[src/rtl/swchg_pkg.sv]
package swchg_pkg;

  typedef enum logic {
    MODE_SLEEP  = 1'b0,
    MODE_NORMAL = 1'b1
  } swchg_mode_e;

  // Bits that differ from the previous sample and are enabled
  function automatic logic [63:0] diff_enabled(input logic [63:0] cur,
                                               input logic [63:0] prev,
                                               input logic [63:0] en);
    return (cur ^ prev) & en;
  endfunction

  // Pending interrupt survives a chip-select rising edge when a change hit the access
  function automatic logic release_allowed(input logic rise, input logic acc_chg);
    return rise & ~acc_chg;
  endfunction

  // Sleep may be entered only while idle and deselected
  function automatic logic sleep_allowed(input logic req, input logic cs_n,
                                         input logic pending, input logic chg);
    return req & cs_n & ~pending & ~chg;
  endfunction

endpackage

[src/rtl/swchg_edge.sv]
module swchg_edge #(
  parameter bit RISING = 1'b0
) (
  input  logic clk,
  input  logic rst_n,
  input  logic sig,
  output logic evt
);
  logic prev_q;

  always_ff @(posedge clk or negedge rst_n) begin
    if (!rst_n) prev_q <= 1'b1;
    else        prev_q <= sig;
  end

  generate
    if (RISING) begin : g_rise
      assign evt = ~prev_q & sig;
    end else begin : g_fall
      assign evt = prev_q & ~sig;
    end
  endgenerate
endmodule

[src/rtl/swchg_detect.sv]
module swchg_detect
  import swchg_pkg::*;
#(
  parameter int NUM_SW = 8
) (
  input  logic              clk,
  input  logic              rst_n,
  input  logic [NUM_SW-1:0] sw_in,
  input  logic [NUM_SW-1:0] sw_en,
  input  logic              armed,
  output logic              change_evt
);
  localparam int PADW = 64 - NUM_SW;

  logic [NUM_SW-1:0] prev_q;
  logic [63:0]       diff_w;

  always_ff @(posedge clk or negedge rst_n) begin
    if (!rst_n) prev_q <= '0;
    else        prev_q <= sw_in;
  end

  assign diff_w = diff_enabled({{PADW{1'b0}}, sw_in},
                               {{PADW{1'b0}}, prev_q},
                               {{PADW{1'b0}}, sw_en});
  assign change_evt = armed & (|diff_w);
endmodule

[src/rtl/swchg_mode_fsm.sv]
module swchg_mode_fsm
  import swchg_pkg::*;
(
  input  logic clk,
  input  logic rst_n,
  input  logic sleep_req,
  input  logic cs_n,
  input  logic pending,
  input  logic change_evt,
  input  logic cs_fall,
  input  logic line_fall,
  output logic mode_normal
);
  swchg_mode_e state_q, state_d;

  always_comb begin
    state_d = state_q;
    unique case (state_q)
      MODE_NORMAL:
        if (sleep_allowed(sleep_req, cs_n, pending, change_evt)) state_d = MODE_SLEEP;
      MODE_SLEEP:
        if (cs_fall || line_fall) state_d = MODE_NORMAL;
      default: state_d = MODE_NORMAL;
    endcase
  end

  always_ff @(posedge clk or negedge rst_n) begin
    if (!rst_n) state_q <= MODE_NORMAL;
    else        state_q <= state_d;
  end

  assign mode_normal = (state_q == MODE_NORMAL);
endmodule

[src/rtl/swchg_int_core.sv]
module swchg_int_core
  import swchg_pkg::*;
(
  input  logic clk,
  input  logic rst_n,
  input  logic change_evt,
  input  logic cs_n,
  input  logic cs_fall,
  input  logic cs_rise,
  output logic pending,
  output logic stat,
  output logic acc_chg
);
  logic pend_q, stat_q, acc_q;

  always_ff @(posedge clk or negedge rst_n) begin
    if (!rst_n) begin
      pend_q <= 1'b0;
      stat_q <= 1'b0;
      acc_q  <= 1'b0;
    end else begin
      if (change_evt)                            pend_q <= 1'b1;
      else if (release_allowed(cs_rise, acc_q))  pend_q <= 1'b0;

      if (cs_fall) stat_q <= pend_q;

      if (cs_fall)                  acc_q <= change_evt;
      else if (change_evt && !cs_n) acc_q <= 1'b1;
    end
  end

  assign pending = pend_q;
  assign stat    = stat_q;
  assign acc_chg = acc_q;
endmodule

[src/rtl/swchg_irq_ctrl.sv]
module swchg_irq_ctrl #(
  parameter int NUM_SW = 8
) (
  input  logic              clk,
  input  logic              rst_n,
  input  logic [NUM_SW-1:0] sw_in,
  input  logic [NUM_SW-1:0] sw_en,
  input  logic              cs_n,
  input  logic              sleep_req,
  input  logic              int_line_n,
  output logic              int_drive,
  output logic              int_stat,
  output logic              mode_normal
);
  logic cs_fall, cs_rise, line_fall;
  logic change_evt, pending, acc_chg;

  swchg_edge #(.RISING(1'b0)) u_cs_fall (
    .clk(clk), .rst_n(rst_n), .sig(cs_n), .evt(cs_fall));
  swchg_edge #(.RISING(1'b1)) u_cs_rise (
    .clk(clk), .rst_n(rst_n), .sig(cs_n), .evt(cs_rise));
  swchg_edge #(.RISING(1'b0)) u_line_fall (
    .clk(clk), .rst_n(rst_n), .sig(int_line_n), .evt(line_fall));

  swchg_detect #(.NUM_SW(NUM_SW)) u_detect (
    .clk(clk), .rst_n(rst_n), .sw_in(sw_in), .sw_en(sw_en),
    .armed(mode_normal), .change_evt(change_evt));

  swchg_mode_fsm u_mode (
    .clk(clk), .rst_n(rst_n), .sleep_req(sleep_req), .cs_n(cs_n),
    .pending(pending), .change_evt(change_evt), .cs_fall(cs_fall),
    .line_fall(line_fall), .mode_normal(mode_normal));

  swchg_int_core u_core (
    .clk(clk), .rst_n(rst_n), .change_evt(change_evt), .cs_n(cs_n),
    .cs_fall(cs_fall), .cs_rise(cs_rise), .pending(pending),
    .stat(int_stat), .acc_chg(acc_chg));

  assign int_drive = pending;
endmodule

[config.mk]
export PLATFORM = sky130hd
export DESIGN_NAME = swchg_irq_ctrl
export DESIGN_NICKNAME = d
export VERILOG_FILES = /design/src/rtl/swchg_pkg.sv /design/src/rtl/swchg_edge.sv /design/src/rtl/swchg_detect.sv /design/src/rtl/swchg_mode_fsm.sv /design/src/rtl/swchg_int_core.sv /design/src/rtl/swchg_irq_ctrl.sv
export SDC_FILE = /design/constraint.sdc
export NUM_CORES = 1
export LEC_CHECK = 0
export ABC_AREA = 1
export BUFFER_PORTS_ARGS = -buffer_cell sky130_fd_sc_hd__buf_4
export CAP_MARGIN = 10
export CELL_PAD_IN_SITES_DETAIL_PLACEMENT = 1
export CELL_PAD_IN_SITES_GLOBAL_PLACEMENT = 2
export CORE_MARGIN = 4
export CORE_UTILIZATION = 25
export CTS_CLUSTER_SIZE = 24
export DETAILED_ROUTE_END_ITERATION = 6
export PLACE_DENSITY = 0.82
export SETUP_SLACK_MARGIN = 0.5
export SKIP_CTS_REPAIR_TIMING = 1
export SYNTH_ARGS = -nofsm -noshare
export SYNTH_HDL_FRONTEND = slang
export SYNTH_SLANG_ARGS = --single-unit
[constraint.sdc]
create_clock -name clk -period 1.6 [get_ports clk]
set_clock_uncertainty 0.15 [all_clocks]
set_input_delay 0.16 -clock clk [delete_from_list [all_inputs] [get_ports clk]]
set_output_delay 0.16 -clock clk [all_outputs]
set_load 0.05 [all_outputs]
Yosys cells after proc, flatten, opt, wreduce, memory -nomap -nowiden
Index checks and enable logic that the tools add are counted.
Word-level totals
  flip-flop bits (word level): 14
  bits in latches: 0
  RAM bits: 0
  bits in read-only memories: 0
  input port bits: 21
  output and inout bits: 3
  word-level logic and storage cells: 37
  memories kept: 0
Cells by class
  add/subtract/negate cells: 0
  multiply operators: 0
  divide/modulo/power cells: 0
  magnitude comparators: 0
  equality and inequality tests: 0
  shift operators: 0
  muxes and demuxes: 7
  bitwise operators: 17
  reduce and logical (&&, ||, !) cells: 6
Operator list (number)
  $and 64x8->64: 1
  $reduce_or 64->1: 1
  $and 1x1->1: 8
  $xor 8x8->8: 1
  $not 1->1: 7
  $mux 1: 6
  $reduce_bool 2->1: 2
  $pmux 1 s2: 1
  $logic_and 1x1->1: 1
  $logic_not 1->1: 1
  $logic_or 1x1->1: 1

Depth between registers and ports, before layout
Gate-level depths: netlist of run 1.
  depth in word-level cells: 8
  mapped depth: 8
  mapped depth without buffers: 8

By module
A second synthesis of run 1 with hierarchy kept.
Second synthesis, totals
  cells, all modules: 92
  area total of the unflattened synthesis: 691.9 µm²
Modules (own cells, without submodules)
  swchg_detect: times used 1, cells each 56, area each 391.6 µm², seq. area each 200.2 µm²
  swchg_int_core: times used 1, cells each 16, area each 126.4 µm², seq. area each 75.1 µm²
  swchg_edge: times used 3, cells each 3, area each 36.3 µm², seq. area each 26.3 µm²
  swchg_mode_fsm: times used 1, cells each 11, area each 65.1 µm², seq. area each 26.3 µm²

Least setup slack after synthesis of run 1
No wires, ideal clock.
  path kind: reg2reg
  start: register u_mode.state_q (netlist: u_mode.mode_normal)
  end: register u_mode.state_q (netlist: u_mode.mode_normal)
  library setup time: 0.072 ns
  arrival time: 1.029 ns
  data required time: 1.378 ns
  path slack: 0.349 ns
  stages on the path, launching flop included: 6
  path buffers: 0
  period minus slack after synthesis: 1.251 ns
  path through: dfstp_2 -> inv_1 -> nor2_1 -> nand3_1 -> nand2_1 -> inv_1
On the way
  word-level cells in the longest chain between the ends: 5
  elaborated cells between the ends (all ways): 6
  classes of those cells: mux (2); bitwise (4)
RTL lines
  start, declared: RTL line swchg_mode_fsm.sv:14  | swchg_mode_e state_q, state_d;
  start signal, assigned: RTL line swchg_mode_fsm.sv:29  | else state_q <= state_d;
  $and 1x1->1: RTL line swchg_detect.sv:26  | assign change_evt = armed & (|diff_w);
  $not 1->1: RTL line swchg_pkg.sv:23  | return req & cs_n & ~pending & ~chg;
  $and 1x1->1: RTL line swchg_pkg.sv:23
  $mux 1: RTL line swchg_mode_fsm.sv:20  | if (sleep_allowed(sleep_req, cs_n, pending, change_evt)) state_d = MODE_SLEEP;
  $pmux 1 s2 *: RTL line swchg_mode_fsm.sv:18  | unique case (state_q)
  named net u_mode.state_d: RTL line swchg_mode_fsm.sv:14
The timed path passes the listed nets; every way through them passes the cells marked *.
A chain may end at the register's enable or synchronous reset.

Final worst setup path of run 1
  start: register u_mode.state_q (netlist: u_mode.mode_normal)
  end: output mode_normal
RTL lines
  end, declared: RTL line swchg_irq_ctrl.sv:13  | output logic mode_normal
No word-level cell between the ends.

==> qor.csv, run 1 <==
stage;metric;value;unit
power;ir_drop;0.000475;V
final_layout;area_delta_synth_final;66.0;%
setup_path;regToRegSetupSlack;400;ps
route;wl_met3;84;um
setup_path;crit_type;flop to output port;
synthesis;syn_area;633;um2
synthesis;synth.distinct_cells;12;
hold_path;hp-start;cs_n;
setup_path;r2r-start;u_detect.prev_q[3];
place;post-place-cells;131;
sta;setup-violations-final;0;
sta;hold_violations;0;
floorplan;fp-row-count;17;
setup_path;cp_top_family;flip-flops;
place;dp_slack;375;ps
floorplan;die_h;58.3;um
hold_path;hold_end;u_core.acc_chg;
route;drtIter0Drc;2;
route;post-route-drc-count;0;
clock_network;cts_tree;built;
setup_path;path_cells;buf_8;
route;vias;646;
route;viasPerCell;4.36;
final_layout;instances_no_fill;148;
route;drt-met1-wl;633;um
power;p_leak;0.000583;uW
sta;worst_slack;286;ps
clock_network;worstSkewPairLatency;280;ps
clock_network;cts.sinks;14;
hold_path;worstHoldPathType;input port to flop;
sta;slew_violations;0;
global_route;antenna_found_initial;0;
synthesis;ys_ff_latch;14;
clock_network;path_clk_slew;90;ps
place;hpwl;1.19;mm
place;placed_area;842;um2
route;routedWlPerCell;11.2;um
synthesis;seq_area_frac_synth;55.9;%
clock_network;h-tree-depth;1;
place;place.gp.congestion;0.753;
power;power.density;759;nW/um2
sta;fmax;761;MHz
final_layout;antenna_cells;0;
run_status;status;finished clean;
route;highest_layer;met4;
route;ant_nets;0;
global_route;grt_max_degree;15;
global_route;grt_pass1_wl;2.48;mm
floorplan;coreArea;2320;um2
final_layout;drive_gt1_share;36.7;%
floorplan;fp.dieW;58.3;um
final_layout;utilization;45.3;%
sta;min_period;1310;ps
setup_path;arrival;1000;ps
route;dr.pass1.iters;2;
final_layout;postLayoutCellArea;1050;um2
clock_network;cts-root-buf;clkbuf_4;
synthesis;netlist_instances;80;
setup_path;reg2regPathDepth;8;
flow_run;drv_cap;0;
setup_path;required;1290;ps
sta;rsz0062_at_grt;true;
hold_path;min_path_cells;4;
setup_path;end_kind;output port;
synthesis;ys_warn_count;0;
floorplan;start_util;27.3;%
setup_path;crit_fanout;3;
place;numPortBuffers;23;
synthesis;synth.avg_cell_area;7.91;um2
global_route;track_usage;9.80;%
clock_network;cts_buffer_depth;2;
global_route;grt_remaining_overflow;0;
sta;tightestPinTransition;185;ps
synthesis;syn-num-nets;101;
setup_path;path_buf_inv;1;
sta;slew_headroom;87.7;%
global_route;first_global_vias;613;
setup_path;critPathMaxStageDelay;570;ps
route;drt_wl_total;1.66;mm
sta;timing.setup.tns;0;ps
setup_path;regToRegEndpoint;u_core.pending;
clock_network;cts_made_buffers;3;
route;dr_wl_met2;895;um
sta;finalCritPeriodShare;82.1;%
setup_path;worst_setup_path_start_kind;flop;
floorplan;die-area;3400;um2
floorplan;ioPinCount;24;
setup_path;cp_slowest_cell;dfstp_2;
final_layout;nets;142;
[report_power, final]
group          switching [uW]  total (uW)  leakage (uW)  internal (uW)
sequential               9.83         384      0.000155            374
combinational            72.3         154      0.000407           81.9
clock                     121         260     0.0000210            139
[cell families (layout without fill, tap and decap cells)]
group | count (synthesis) | count (layout) | share of synthesized area, %
compound gates | 3 | 3 | 2.77
flops | 14 | 14 | 55.9
simple gates | 42 | 42 | 28.9
buf+inv | 21 | 61 | 12.5
[metrics by stage]
| stage | hold slack, ps | total power, uW |
|---|---|---|
| floorplan | -286 | 441 |
| global placement | -128 | 503 |
| detailed placement | -127 | 509 |
| CTS | -439 | 770 |
| global route | 52.2 | 850 |
| finish | 33.2 | 798 |
[final cells by class]
cell class	instances	area, um2
clock buffers	4	36.3
repair buffers	36	313
flip-flops and latches	14	355
well taps	28	35.0
multi-input cells	45	233
inverters	21	78.8
fillers	288	1270
[cells in the mapped netlist]
| master | n | area share [%] |
|---|---|---|
| nand3_1 | 10 | 7.9 |
| nor2_1 | 1 | 0.59 |
| nand3_2 | 1 | 1.6 |
| o21ai_1 | 1 | 0.79 |
| nor3_1 | 1 | 0.79 |
| o211ai_1 | 1 | 1.2 |
| inv_1 | 21 | 12 |
| nor2_2 | 2 | 2.0 |
| o21ai_0 | 1 | 0.79 |
| dfrtp_1 | 11 | 43 |
| nand2_1 | 27 | 16 |
| dfstp_2 | 3 | 12 |
[placed cells by master (no fill, tap or decap)]
master	count
nand2_1	24
o21ai_0	1
dfrtp_1	10
nand2_2	3
nand3_2	5
o211ai_1	1
dlygate4sd3_1	11
buf_8	1
inv_2	1
nor2_4	1
o21ai_1	1
nor3_1	1
buf_4	22
dfrtp_2	1
nand3_1	6
clkbuf_4	3
inv_1	20
clkbuf_8	1
nor2_2	1
nor2_1	1
buf_6	2
dfstp_2	3
[per-layer routing]
metal	GRT usage (%)	up-vias
met3	3.29	5
li1	-	319
met5	0	-
met2	16.4	14
met4	5.96	0
met1	10.6	308
[sequential cells by signal, summed over array words and instances (netlist names)]
name / count
u_core.acc_chg: 1
u_core.stat: 1
u_core.pending: 1
u_detect.prev_q: 8
u_cs_rise.prev_q: 1
u_mode.mode_normal: 1
u_line_fall.prev_q: 1
[worst max path at each step]
stage | end | depth (start not counted) | start
floorplan | u_mode.mode_normal | 5 | u_mode.mode_normal
global placement | u_core.acc_chg | 8 | u_detect.prev_q[6]
detailed placement | u_core.acc_chg | 8 | u_detect.prev_q[6]
CTS | mode_normal | 1 | u_mode.mode_normal
global route | mode_normal | 1 | u_mode.mode_normal
finish | mode_normal | 1 | u_mode.mode_normal
(Power assumes the default switching activity.)
==> run 2: changes to the inputs <==
- clock period: 1.6 -> 1.3 ns (I/O delays scaled with it)
==> qor.csv, run 2 (same netlist as run 1, synthesis figures left out) <==
stage;metric;value;unit
power;power.density;941;nW/um2
route;drt-met1-wl;674;um
global_route;first_global_vias;604;
route;ant_nets;0;
final_layout;final_cell_mix;nand2_1 (26), buf_4 (22), inv_1 (19);
route;dr.pass1.iters;2;
power;share_comb_of_total_power;18.6;%
global_route;grt_remaining_overflow;0;
sta;tightestPinTransition;187;ps
route;post-route-drc-count;0;
global_route;track_usage;8.97;%
sta;slew_violations;0;
final_layout;nets;142;
power;netSwitchingPower;239;uW
clock_network;cts-root-buf;clkbuf_4;
sta;worst_slack;14.5;ps
setup_path;path_buf_inv;1;
power;seqPwrFrac;48.9;%
sta;timing.setup.tns;0;ps
final_layout;area_delta_synth_final;62.6;%
floorplan;coreArea;2320;um2
power;clockPowerShare;32.6;%
floorplan;start_util;27.3;%
setup_path;arrival;1010;ps
route;drt_wl_total;1.57;mm
sta;rsz0062_at_grt;true;
run_status;violations;negative hold slack;
route;vias;629;
final_layout;largest_reg_flops;8;
floorplan;ioPinCount;24;
floorplan;die-area;3400;um2
clock_network;cts_buffer_depth;2;
sta;holdWs;-39.7;ps
sta;fmax;778;MHz
power;switching_share;24.6;%
power;p_total;969;uW
setup_path;crit_type;flop to output port;
final_layout;final_common_cell;nand2_1;
clock_network;cts_made_buffers;3;
final_layout;postLayoutCellArea;1030;um2
power;ir_drop;0.000480;V
final_layout;largest_register;u_detect.prev_q;
sta;slew_headroom;87.6;%
route;viasPerCell;4.25;
place;numPortBuffers;23;
place;dp_slack;86.2;ps
clock_network;path_clk_slew;90;ps
power;intPower;730;uW
setup_path;cp_top_family;flip-flops;
place;place.gp.congestion;0.693;
route;dr_wl_met2;792;um
flow_run;drv_cap;0;
final_layout;drive_gt1_share;33.3;%
power;p_leak;0.000572;uW
floorplan;die_h;58.3;um
floorplan;fp.dieW;58.3;um
hold_path;worstHoldPathType;input port to flop;
route;routedWlPerCell;10.6;um
sta;finalCritPeriodShare;98.9;%
route;wl_met3;98;um
clock_network;cts.sinks;14;
sta;min_period;1290;ps
setup_path;required;1020;ps
sta;setup-violations-final;0;
final_layout;fill_cells;298;
place;placed_area;846;um2
place;post-place-cells;131;
final_layout;antenna_cells;0;
global_route;grt_pass1_wl;2.36;mm
route;highest_layer;met3;
clock_network;h-tree-depth;1;
final_layout;instances_no_fill;148;
setup_path;end_kind;output port;
run_status;status;finished, violations left;
route;drtIter0Drc;4;
setup_path;cp_slowest_cell;dfstp_2;
setup_path;critPathMaxStageDelay;580;ps
clock_network;worstSkewPairLatency;280;ps
setup_path;path_cells;buf_8;
global_route;antenna_found_initial;0;
place;hpwl;1.23;mm
setup_path;crit_fanout;3;
setup_path;worst_setup_path_start_kind;flop;
sta;hold_violations;1;
global_route;grt_max_degree;15;
clock_network;cts_tree;built;
floorplan;fp-row-count;17;
run 2: path summary, 6_finish.rpt:
check / startpoint / endpoint / slack (ps) / depth (start not counted)
setup / recovery: u_mode.mode_normal / mode_normal / 10 / 1
hold / removal: int_line_n / u_mode.mode_normal / -40 / 4
setup reg to reg: u_detect.prev_q[4] / u_core.pending / 100 / 8
hold reg to reg: u_core.acc_chg / u_core.acc_chg / 340 / 2
max in group asynchronous: rst_n / u_line_fall.prev_q / 680 / 2
min in group asynchronous: rst_n / u_detect.prev_q[2] / 80 / 2
run 2: final cells by class:
cell class,count,area [um2],share of cell area (%)
Sequential cell,14,357,34.6
Timing Repair Buffer,36,320,31.1
Multi-Input combinational cell,45,203,19.7
Inverter,21,78.8,7.65
Clock buffer,4,36.3,3.52
Tap cell,28,35.0,3.40
run 2: tightest hold or removal path: stages:
cell	delay (ps)
buf_4	80
o211ai_1	80
nand2_1	60
inv_1	30
run 2: through the flow:
step / hold WS (ps) / util [%]
after floorplan: -316 / -
after global routing: 2.95 / 44.4
after global placement: -156 / 36.5
final: -39.7 / 44.4
after detailed placement: -156 / 36.5
after CTS: -470 / 38.0
run 2: power by group through the flow:
stage / clock (uW) / combinational [uW] / sequential, uW
after floorplan: 0 / 51.9 / 493
after global placement: 0 / 142 / 479
after detailed placement: 0 / 148 / 481
after CTS: 330 / 148 / 473
after global routing: 350 / 203 / 477
final: 316 / 180 / 474
run 2: metal layers:
layer  GRT usage (%)  vias up
met5               0        -
met4            2.98        0
met3            2.41        0
met2            14.5       15
met1            11.5      299
li1                -      315
